==> config.mk <==
export PLATFORM = sky130hd
export DESIGN_NAME = pwb_page_writer
export DESIGN_NICKNAME = d
export VERILOG_FILES = /design/src/rtl/pwb_pkg.sv /design/src/rtl/pwb_page_stage.sv /design/src/rtl/pwb_cycle_timer.sv /design/src/rtl/pwb_page_writer.sv
export SDC_FILE = /design/constraint.sdc
export NUM_CORES = 1
export LEC_CHECK = 0
export BUFFER_PORTS_ARGS = -buffer_cell sky130_fd_sc_hd__buf_2
export CAP_MARGIN = 20
export CORE_AREA = 2 2 97 99
export DETAILED_ROUTE_END_ITERATION = 10
export DIE_AREA = 0 0 99 101
export MAX_ROUTING_LAYER = met4
export PLACE_DENSITY = 0.68
export SETUP_SLACK_MARGIN = 0.15
export SYNTH_ARGS = -nofsm -noshare
export SYNTH_HDL_FRONTEND = slang
export SYNTH_SLANG_ARGS = --single-unit
==> constraint.sdc <==
create_clock -name clk -period 5.5 [get_ports clk]
set_clock_uncertainty 0.05 [all_clocks]
set_input_delay 1.1 -clock clk [delete_from_list [all_inputs] [get_ports clk]]
set_output_delay 1.1 -clock clk [all_outputs]
set_load 0.02 [all_outputs]
==> src/rtl/pwb_pkg.sv <==
package pwb_pkg;
  typedef logic [7:0] byte_t;
  typedef enum logic [1:0] {
    SESS_IDLE = 2'd0,
    SESS_RECV = 2'd1,
    SESS_PROG = 2'd2
  } sess_e;
endpackage

==> src/rtl/pwb_page_stage.sv <==
module pwb_page_stage
  import pwb_pkg::*;
#(
  parameter int AW     = 9,
  parameter int PG_LG2 = 3
) (
  input  logic                 clk,
  input  logic                 rst_n,
  input  logic                 load_i,
  input  logic [AW-1:0]        addr_i,
  input  logic                 push_i,
  input  byte_t                data_i,
  input  logic                 hold_i,
  input  logic [PG_LG2-1:0]    rd_slot_i,
  output logic [AW-PG_LG2-1:0] base_o,
  output logic [(1<<PG_LG2)-1:0] mask_o,
  output byte_t                rd_data_o
);
  localparam int PG = 1 << PG_LG2;
  localparam int BW = AW - PG_LG2;

  logic [BW-1:0]     base_q, base_d;
  logic [PG_LG2-1:0] ptr_q, ptr_d;
  logic [PG-1:0]     mask_q, mask_d;
  logic              wr_en;
  byte_t             slot_q [PG];

  assign wr_en = push_i && !load_i;

  always_comb begin
    base_d = base_q;
    ptr_d  = ptr_q;
    mask_d = mask_q;
    if (load_i) begin
      base_d = addr_i[AW-1:PG_LG2];
      ptr_d  = addr_i[PG_LG2-1:0];
      mask_d = '0;
    end else if (push_i) begin
      ptr_d         = ptr_q + 1'b1;
      mask_d[ptr_q] = 1'b1;
    end
  end

  always_ff @(posedge clk or negedge rst_n) begin
    if (!rst_n) begin
      base_q <= '0;
      ptr_q  <= '0;
      mask_q <= '0;
    end else begin
      base_q <= base_d;
      ptr_q  <= ptr_d;
      mask_q <= mask_d;
    end
  end

  for (genvar g = 0; g < PG; g++) begin : g_slot
    always_ff @(posedge clk or negedge rst_n) begin
      if (!rst_n) begin
        slot_q[g] <= '0;
      end else if (wr_en && (ptr_q == PG_LG2'(g))) begin
        slot_q[g] <= data_i;
      end
    end
  end

  assign base_o    = base_q;
  assign mask_o    = mask_q;
  assign rd_data_o = slot_q[rd_slot_i];

  // staged contents frozen while a cycle runs
  p_hold_mask_r10: assert property (@(posedge clk) disable iff (!rst_n)
    hold_i |=> $stable(mask_q));

  // offset wraps inside the page
  p_ptr_wrap_r4: assert property (@(posedge clk) disable iff (!rst_n)
    (wr_en && ptr_q == {PG_LG2{1'b1}}) |=> (ptr_q == '0));

  // upper address bits fixed between loads
  p_base_fixed_r3: assert property (@(posedge clk) disable iff (!rst_n)
    !load_i |=> $stable(base_q));
endmodule

==> src/rtl/pwb_cycle_timer.sv <==
module pwb_cycle_timer #(
  parameter int CYC = 16
) (
  input  logic clk,
  input  logic rst_n,
  input  logic go_i,
  output logic run_o,
  output logic done_o,
  output logic [((CYC > 1) ? $clog2(CYC) : 1)-1:0] elapsed_o
);
  localparam int CW = (CYC > 1) ? $clog2(CYC) : 1;
  localparam logic [CW-1:0] LAST = CW'(CYC - 1);

  logic          run_q, run_d;
  logic [CW-1:0] cnt_q, cnt_d;

  assign done_o = run_q && (cnt_q == LAST);

  always_comb begin
    run_d = run_q;
    cnt_d = cnt_q;
    if (go_i) begin
      run_d = 1'b1;
      cnt_d = '0;
    end else if (run_q) begin
      if (cnt_q == LAST) begin
        run_d = 1'b0;
      end else begin
        cnt_d = cnt_q + 1'b1;
      end
    end
  end

  always_ff @(posedge clk or negedge rst_n) begin
    if (!rst_n) begin
      run_q <= 1'b0;
      cnt_q <= '0;
    end else begin
      run_q <= run_d;
      cnt_q <= cnt_d;
    end
  end

  assign run_o     = run_q;
  assign elapsed_o = cnt_q;

  // no restart while a cycle runs
  p_go_idle_r10: assert property (@(posedge clk) disable iff (!rst_n)
    go_i |-> !run_q);

  // a run ends exactly after its last count
  p_run_ends_r9: assert property (@(posedge clk) disable iff (!rst_n)
    (run_q && cnt_q == LAST) |=> !run_q);
endmodule

==> src/rtl/pwb_page_writer.sv <==
module pwb_page_writer
  import pwb_pkg::*;
#(
  parameter int AW           = 9,
  parameter int PG_LG2       = 3,
  parameter int WRITE_CYCLES = 16  // must be at least 1 << PG_LG2
) (
  input  logic          clk,
  input  logic          rst_n,
  input  logic          start_i,
  input  logic [AW-1:0] start_addr_i,
  input  logic          byte_valid_i,
  input  logic [7:0]    byte_data_i,
  input  logic          cs_rise_i,
  input  logic [2:0]    bit_cnt_i,
  input  logic          wr_allow_i,
  input  logic          wel_set_i,
  input  logic          wel_clr_i,
  output logic          busy_o,
  output logic          wel_o,
  output logic          arr_we_o,
  output logic [AW-1:0] arr_addr_o,
  output logic [7:0]    arr_wdata_o
);
  localparam int PG = 1 << PG_LG2;
  localparam int BW = AW - PG_LG2;
  localparam int CW = (WRITE_CYCLES > 1) ? $clog2(WRITE_CYCLES) : 1;

  sess_e             state_q, state_d;
  logic              cancel_q, cancel_d;
  logic              wel_q, wel_d;
  logic              load, push, go, commit_ok;
  logic              run, done;
  logic [CW-1:0]     elapsed;
  logic [BW-1:0]     base;
  logic [PG-1:0]     mask;
  logic [PG_LG2-1:0] drain_slot;
  logic              drain_active;
  byte_t             drain_data;

  pwb_page_stage #(.AW(AW), .PG_LG2(PG_LG2)) stage_i (
    .clk       (clk),
    .rst_n     (rst_n),
    .load_i    (load),
    .addr_i    (start_addr_i),
    .push_i    (push),
    .data_i    (byte_data_i),
    .hold_i    (run),
    .rd_slot_i (drain_slot),
    .base_o    (base),
    .mask_o    (mask),
    .rd_data_o (drain_data)
  );

  pwb_cycle_timer #(.CYC(WRITE_CYCLES)) timer_i (
    .clk       (clk),
    .rst_n     (rst_n),
    .go_i      (go),
    .run_o     (run),
    .done_o    (done),
    .elapsed_o (elapsed)
  );

  assign commit_ok = (bit_cnt_i == 3'd0) && (|mask) && wel_q && !cancel_q && wr_allow_i;

  always_comb begin
    state_d  = state_q;
    cancel_d = cancel_q;
    wel_d    = wel_q;
    load     = 1'b0;
    push     = 1'b0;
    go       = 1'b0;
    case (state_q)
      SESS_IDLE: begin
        if (start_i) begin
          state_d  = SESS_RECV;
          load     = 1'b1;
          cancel_d = !wr_allow_i;
        end
      end
      SESS_RECV: begin
        if (!wr_allow_i) cancel_d = 1'b1;
        if (cs_rise_i) begin
          state_d = SESS_IDLE;
          if (commit_ok) begin
            go      = 1'b1;
            state_d = SESS_PROG;
          end
        end else if (start_i) begin
          load     = 1'b1;
          cancel_d = !wr_allow_i;
        end else if (byte_valid_i) begin
          push = 1'b1;
        end
      end
      SESS_PROG: begin
        if (done) begin
          state_d = SESS_IDLE;
          wel_d   = 1'b0;
        end
      end
      default: state_d = SESS_IDLE;
    endcase
    if (state_q != SESS_PROG) begin
      if (wel_clr_i)      wel_d = 1'b0;
      else if (wel_set_i) wel_d = 1'b1;
    end
  end

  always_ff @(posedge clk or negedge rst_n) begin
    if (!rst_n) begin
      state_q  <= SESS_IDLE;
      cancel_q <= 1'b0;
      wel_q    <= 1'b0;
    end else begin
      state_q  <= state_d;
      cancel_q <= cancel_d;
      wel_q    <= wel_d;
    end
  end

  assign drain_slot   = elapsed[PG_LG2-1:0];
  assign drain_active = run && (32'(elapsed) < PG);

  assign busy_o      = run;
  assign wel_o       = wel_q;
  assign arr_we_o    = drain_active && mask[drain_slot];
  assign arr_addr_o  = {base, drain_slot};
  assign arr_wdata_o = drain_data;

  // array is written only inside the programming cycle
  p_we_busy_r5: assert property (@(posedge clk) disable iff (!rst_n)
    arr_we_o |-> busy_o);

  // a partial byte at release never starts a cycle
  p_partial_no_commit_r6: assert property (@(posedge clk) disable iff (!rst_n)
    (cs_rise_i && bit_cnt_i != 3'd0) |=> !$rose(busy_o));

  // a clear latch blocks the commit
  p_wel_gate_r7: assert property (@(posedge clk) disable iff (!rst_n)
    (cs_rise_i && !wel_o) |=> !$rose(busy_o));

  // a cancelled transaction never commits
  p_cancel_r8: assert property (@(posedge clk) disable iff (!rst_n)
    (state_q == SESS_RECV && cancel_q) |=> !$rose(busy_o));

  // latch is clear as the cycle ends
  p_wel_drop_r9: assert property (@(posedge clk) disable iff (!rst_n)
    $fell(busy_o) |-> !wel_o);

  // session state and timer agree
  p_state_match_r9: assert property (@(posedge clk) disable iff (!rst_n)
    (state_q == SESS_PROG) == run);

  // latch cannot rise during a cycle
  p_wel_frozen_r10: assert property (@(posedge clk) disable iff (!rst_n)
    busy_o |=> !$rose(wel_o));
endmodule

# Yosys cells after proc, flatten, opt, wreduce, memory -nomap -nowiden
# Cells that the tools add are included.
op_classes:
  magnitude_cmp: 5
  n_mux: 42
  n_bitwise: 2
  reduce_logical: 30
  eq_ne: 15
  addsub: 2
ops:
  columns: ["cell", "count"]
  rows:
  - ["8-bit 2-to-1 mux", 4]
  - ["8-bit binary-select mux with 3-bit select", 1]
  - ["1-bit 2-to-1 mux", 23]
  - ["1-bit logical AND", 17]
  - ["3-bit equality test, second input constant", 4]
  - ["4-bit 2-to-1 mux", 3]
  - ["2-bit != test, second input constant", 5]
  - ["3-bit by 4-bit less-than comparator with 1-bit output, second input constant", 2]
  - ["2-bit 2-to-1 mux", 4]
  - ["8-bit bitwise OR", 1]
  - ["8-bit OR reduction", 1]
  - ["3-bit by 2-bit equality test with 1-bit output, second input constant", 2]
  - ["3-bit zero test", 2]
  - ["3-bit 2-to-1 mux", 2]
  - ["2-bit case mux with 3 select lines", 1]
  - ["2-bit nonzero test", 3]
  - ["4-bit by 1-bit adder with 4-bit output, second input constant", 1]
  - ["4-bit equality test, second input constant", 1]
  - ["4-bit greater-or-equal comparator, second input constant", 1]
  - ["4-bit less-than comparator, second input constant", 1]
  - ["3-bit inverter with 4-bit output", 1]
  - ["1-bit case mux with 2 select lines", 2]
  - ["2-bit AND reduction", 2]
  - ["3-bit by 1-bit adder with 3-bit output, second input constant", 1]
  - ["other kinds (9)", 11]
totals:
  reg_bits: 90
  output_inout_bits: 20
  in_bits: 28
  word_cells: 112

# Depth between registers and ports, before layout
logic_depth:
  word_depth: 10
  depth_mapped: 5
  mapped_depth_nobuf: 4

# Hierarchy
# Synthesis repeated with hierarchy kept, for this count alone.
hier_totals:
  hier_cells: 300
  area_unflattened_um2: 4390.5
by_module_without_submodules:
  columns: ["mod", "area_per_inst_um2", "n_inst", "cells_per_inst", "seq_area_each_um2"]
  rows:
  - ["pwb_page_stage", 3788.6, 1, 241, 2026.9]
  - ["pwb_page_writer", 332.8, 1, 36, 100.1]
  - ["pwb_cycle_timer", 269.0, 1, 23, 125.1]

# Least setup slack after synthesis
# No wires, ideal clock.
synth_path:
  path_kind: "register -> output"
  from: "register timer_i.cnt_q[1], in the netlist timer_i.elapsed_o[1]"
  to: "output port arr_we_o"
  arrival_time_ns: 1.648
  required_ns: 4.350
  stages_incl_launch_ff: 5
  n_path_buf: 1
  setup_slack_ns: 2.702
  cell_sequence: "dfrtp_1 -> buf_1 -> mux2_2 -> o22ai_1 -> nor4_1"
synth_via:
  elab_chain_len: 3
  word_cells_on_any_way: 5
  classes_between: "order compare: 1; mux: 2; reduce/logical: 2"
synth_lines:
  columns: ["item", "line", "rtl"]
  rows:
  - ["start: declaration", "pwb_cycle_timer.sv:15", "logic [CW-1:0] cnt_q, cnt_d;"]
  - ["start signal: assignment", "pwb_cycle_timer.sv:40", "cnt_q <= cnt_d;"]
  - ["4-bit less-than comparator or 1-bit binary-select mux with 3-bit select (tied branches)", "pwb_page_writer.sv:123, pwb_page_writer.sv:127", null]
  - ["1-bit logical AND or 1-bit 2-to-1 mux (tied branches)", "pwb_page_writer.sv:123, pwb_page_writer.sv:127", null]
  - ["1-bit logical AND *", "pwb_page_writer.sv:127", "assign arr_we_o = drain_active && mask[drain_slot];"]
  - ["end: declaration", "pwb_page_writer.sv:21", "output logic arr_we_o,"]
# Every way passes the cells marked *; elsewhere a longest branch is shown, timed or not. The select of a mux whose other input is x is not followed.

# Worst setup path in the final report
layout_path:
  from: "register timer_i.cnt_q[1], in the netlist timer_i.elapsed_o[1]"
  to: "output port arr_wdata_o[6]"
layout_via:
  elab_chain_len: 4
layout_lines:
  columns: ["item", "line", "rtl"]
  rows:
  - ["3-bit inverter with 4-bit output (implied by the code)", "pwb_page_stage.sv:68", "assign rd_data_o = slot_q[rd_slot_i];"]
  - ["8-bit binary-select mux with 3-bit select", "pwb_page_stage.sv:68", null]
  - ["8-bit 2-to-1 mux (implied by the code) (2 in a row)", "pwb_page_stage.sv:68", null]
  - ["end: declaration", "pwb_page_writer.sv:23", "output logic [7:0] arr_wdata_o"]
# No other way between the ends. The select of a mux whose other input is x is not followed.

==> impl_results.md <==
- Outcome: finished clean
- Reg-to-Reg End: stage_i.slot_q[5]$_DFFE_PN0P_
- Routed length per instance: 19.2 µm
- Vias per cell: 5.78
- Count of buffers from port buffering: 47
- Hold_buf cts: 0
- Final Hold Viols: 0
- Area grow syn2layout: 11.9%
- Path type of the worst setup path: reg2out
- Cell area after placement: 0.00463 mm²
- Post-synthesis sequential area ratio: 51.9%
- Worst hold endpoint: stage_i.slot_q[44]$_DFFE_PN0P_
- Largest area contributor in the netlist: dfrtp_1
- Highest-delay cell along the critical path: dfrtp_1
- Die X: 99 µm
- Main synth FF type: dfrtp_1
- Yosys reg bits: 90
- Max VDD drop: 202 µV
- Reg-to-reg startpoint: state_q[1]$_DFFE_PN0P_
- Post-layout net count: 370
- Fraction of registers with async set/reset: 100%
- Count of different cell masters after synthesis: 45
- DP HPWL: 5.59 mm
- Clk slew on worst S/H paths: 0.10 ns
- Top Ports: 48
- Die ar.: 0.0100 mm²
- Post-route cell area: 0.00486 mm²
- Hold Path Stages: 1
- Final period utilization: 59.1%
- Clk_lat worst skew: 0.35 ns
- CTS Buf Count: 9
- Placed insts: 434
- Post-Route WL: 8.65 mm
- Htree depth: 3
- Pin count of the biggest net entering global routing: 47
- R2r setup slk: 3.11 ns
- Layout cells sized above 1: 52.6%
- Vias in the first global route: 2,678
- WP buf/inv: 2
- Hold crit path type: reg2reg
- Post-synth top area share: 51.9%
- Synth cell count leaders: 90 x dfrtp_1, 78 x mux2_2, 17 x mux4_2, 7 x ha_1, 7 x inv_1
- TritonCTS clock tree: done
- Fin. max-slew vios: 0
- CP top delay family: flip-flops
- Yosys warns: 0
- Max Cap Viol: 0
- Post-synth EDFFs: 0
- Setup TNS: 0 ns
- Crit-path max FO: 12
- Cell count after synthesis: 290
- CTS resizes: 0
- Pin slew with the least headroom to its limit: 1.04 ns
- Layout fillers: 755
- Post-route insts no fill: 451
- Remaining global-route overflow: 0
- Row count: 35
- Mapped Area: 0.00434 mm²
- Startpoint Class: register
- P_leak: 2.36 nW
- Unrepaired setup endpoints after global routing: false
- Antenna Cells: 0
- Post-CTS Setup Inserts: 0
- Initial core utilization: 48.3%
- Antenna violations before repair: 0
- Reg2Reg Depth: 3
- TritonRoute pass-1 iters: 6
- First-pass GRT wire length: 14.2 mm
- Worst Min Path Start: stage_i.slot_q[44]$_DFFE_PN0P_
- Pwr dens: 373 mW/mm²
- Via count: 2,606
- Fin crit period: 3.25 ns
- Most common cell in the synthesized netlist: dfrtp_1
- Clock sinks: 90
- Clock Tree Root: clkbuf_8
- CP peak stage delay: 0.73 ns
- GRT Util Overall: 19.3%
- Remaining routing DRC violations: 0
- Syn nets: 325
- Ranking of synthesized cells by area: dfrtp_1 52%, mux2_2 20%, mux4_2 8.8%, ha_1 2.0%, nand4_4 1.5%
- Worst rel slew slack: 30.6%
- Placer Congestion: 0.756
- ANT nets after route: 0
- Maximum clock rate: 307 MHz
- Die Span Y: 101 µm
- CTS Buffer Depth: 2
- Worst EP required: 4.35 ns
- Synthesized area per cell: 15.0 µm²
- Final Setup Violations: 0
- Crit end category: output port
- Core ar.: 0.00898 mm²
- Worst path cell trace: buf_8 -> mux4_2 -> mux2_2 -> buf_2
- Worst EP arrival: 2.10 ns
- DRT iter0 DRCs: 80
==> how the worst max path moves through the flow <==
stage | startpoint | to | slack [ns] | depth (start not counted)
after detailed placement | start_i | stage_i.slot_q[56]$_DFFE_PN0P_ | 2.24 | 4
after floorplan | timer_i.elapsed_o[1]$_DFFE_PN0P_ | arr_we_o | 2.70 | 4
final | timer_i.elapsed_o[1]$_DFFE_PN0P_ | arr_wdata_o[6] | 2.25 | 4
after global placement | start_i | stage_i.slot_q[1]$_DFFE_PN0P_ | 2.27 | 4
after global routing | timer_i.elapsed_o[0]$_DFFE_PN0P_ | arr_wdata_o[6] | 2.15 | 4
after CTS | timer_i.elapsed_o[1]$_DFFE_PN0P_ | arr_we_o | 1.92 | 4
==> area by class of cell <==
type | count | area, µm² | share of cell area, %
inverter | 8 | 30.0 | 0.618
multi-input combinational | 176 | 1960 | 40.3
clock buffer | 10 | 138 | 2.83
timing repair buffer | 50 | 268 | 5.51
clock inverter | 6 | 72.6 | 1.49
tap | 111 | 139 | 2.86
sequential | 90 | 2250 | 46.4
==> stage by stage <==
step | total power, mW | hold slack [ns] | utilization (%) | setup slack, ns
2_1_floorplan | 1.24 | 0.415 | - | 2.70
3_3_place_gp | 1.33 | 0.432 | 51.6 | 2.27
3_5_place_dp | 1.36 | 0.440 | 51.6 | 2.24
4_1_cts | 1.83 | 0.459 | 53.9 | 1.92
5_1_grt | 1.91 | 0.472 | 54.1 | 2.15
6_report | 1.81 | 0.458 | 54.1 | 2.25
==> flip-flops by register name, summed over array words and instances, names as in the netlist <==
| register | flops |
|---|---|
| cancel_q | 1 |
| stage_i.base_o | 6 |
| stage_i.mask_o | 8 |
| stage_i.ptr_q | 3 |
| stage_i.slot_q | 64 |
| state_q | 2 |
| timer_i.elapsed_o | 4 |
| timer_i.run_o | 1 |
| wel_o | 1 |
==> cell usage in the layout (no fill, tap or decap), types with 2 or more instances in the layout <==
cell / count
a21oi_1: 6
a221o_1: 3
a32o_1: 6
and2_2: 2
and3_2: 6
buf_2: 46
buf_4: 3
clkbuf_8: 10
clkinv_4: 2
dfrtp_1: 90
ha_1: 7
inv_1: 7
inv_6: 2
mux2_2: 78
mux2_4: 2
mux4_2: 17
nand2_1: 5
nand3_1: 4
nand4_1: 2
nand4_2: 3
nand4_4: 3
nor2_1: 2
nor3_1: 2
o21ai_0: 4
o22ai_1: 3
o2bb2ai_1: 2
or4_1: 2
==> power by group <==
| group | internal (mW) | switching [mW] | total [mW] | leakage [nW] |
|---|---|---|---|---|
| logic | 0.243 | 0.159 | 0.402 | 1.09 |
| clock network | 0.227 | 0.241 | 0.469 | 0.103 |
| registers | 0.835 | 0.106 | 0.941 | 1.17 |
| total | 1.30 | 0.506 | 1.81 | 2.36 |
==> kinds of logic (layout without fill, tap and decap cells) <==
group | count (synthesis) | in the layout | share of synthesized area [%]
compound gates | 31 | 31 | 5.36
fa+ha+maj | 7 | 7 | 2.02
buf+inv | 24 | 74 | 2.97
flops | 90 | 90 | 51.9
mux | 97 | 97 | 29.8
simple gates | 41 | 41 | 7.99
==> metal layers <==
layer	GRT usage, %	routed length [µm]	vias up
met2	30.2	4270	45
met4	6.32	70	0
met5	-	0	-
met1	25.9	4090	1352
met3	3.19	210	9
li1	-	-	1200
No activity file was read; power rests on OpenSTA's default activity.
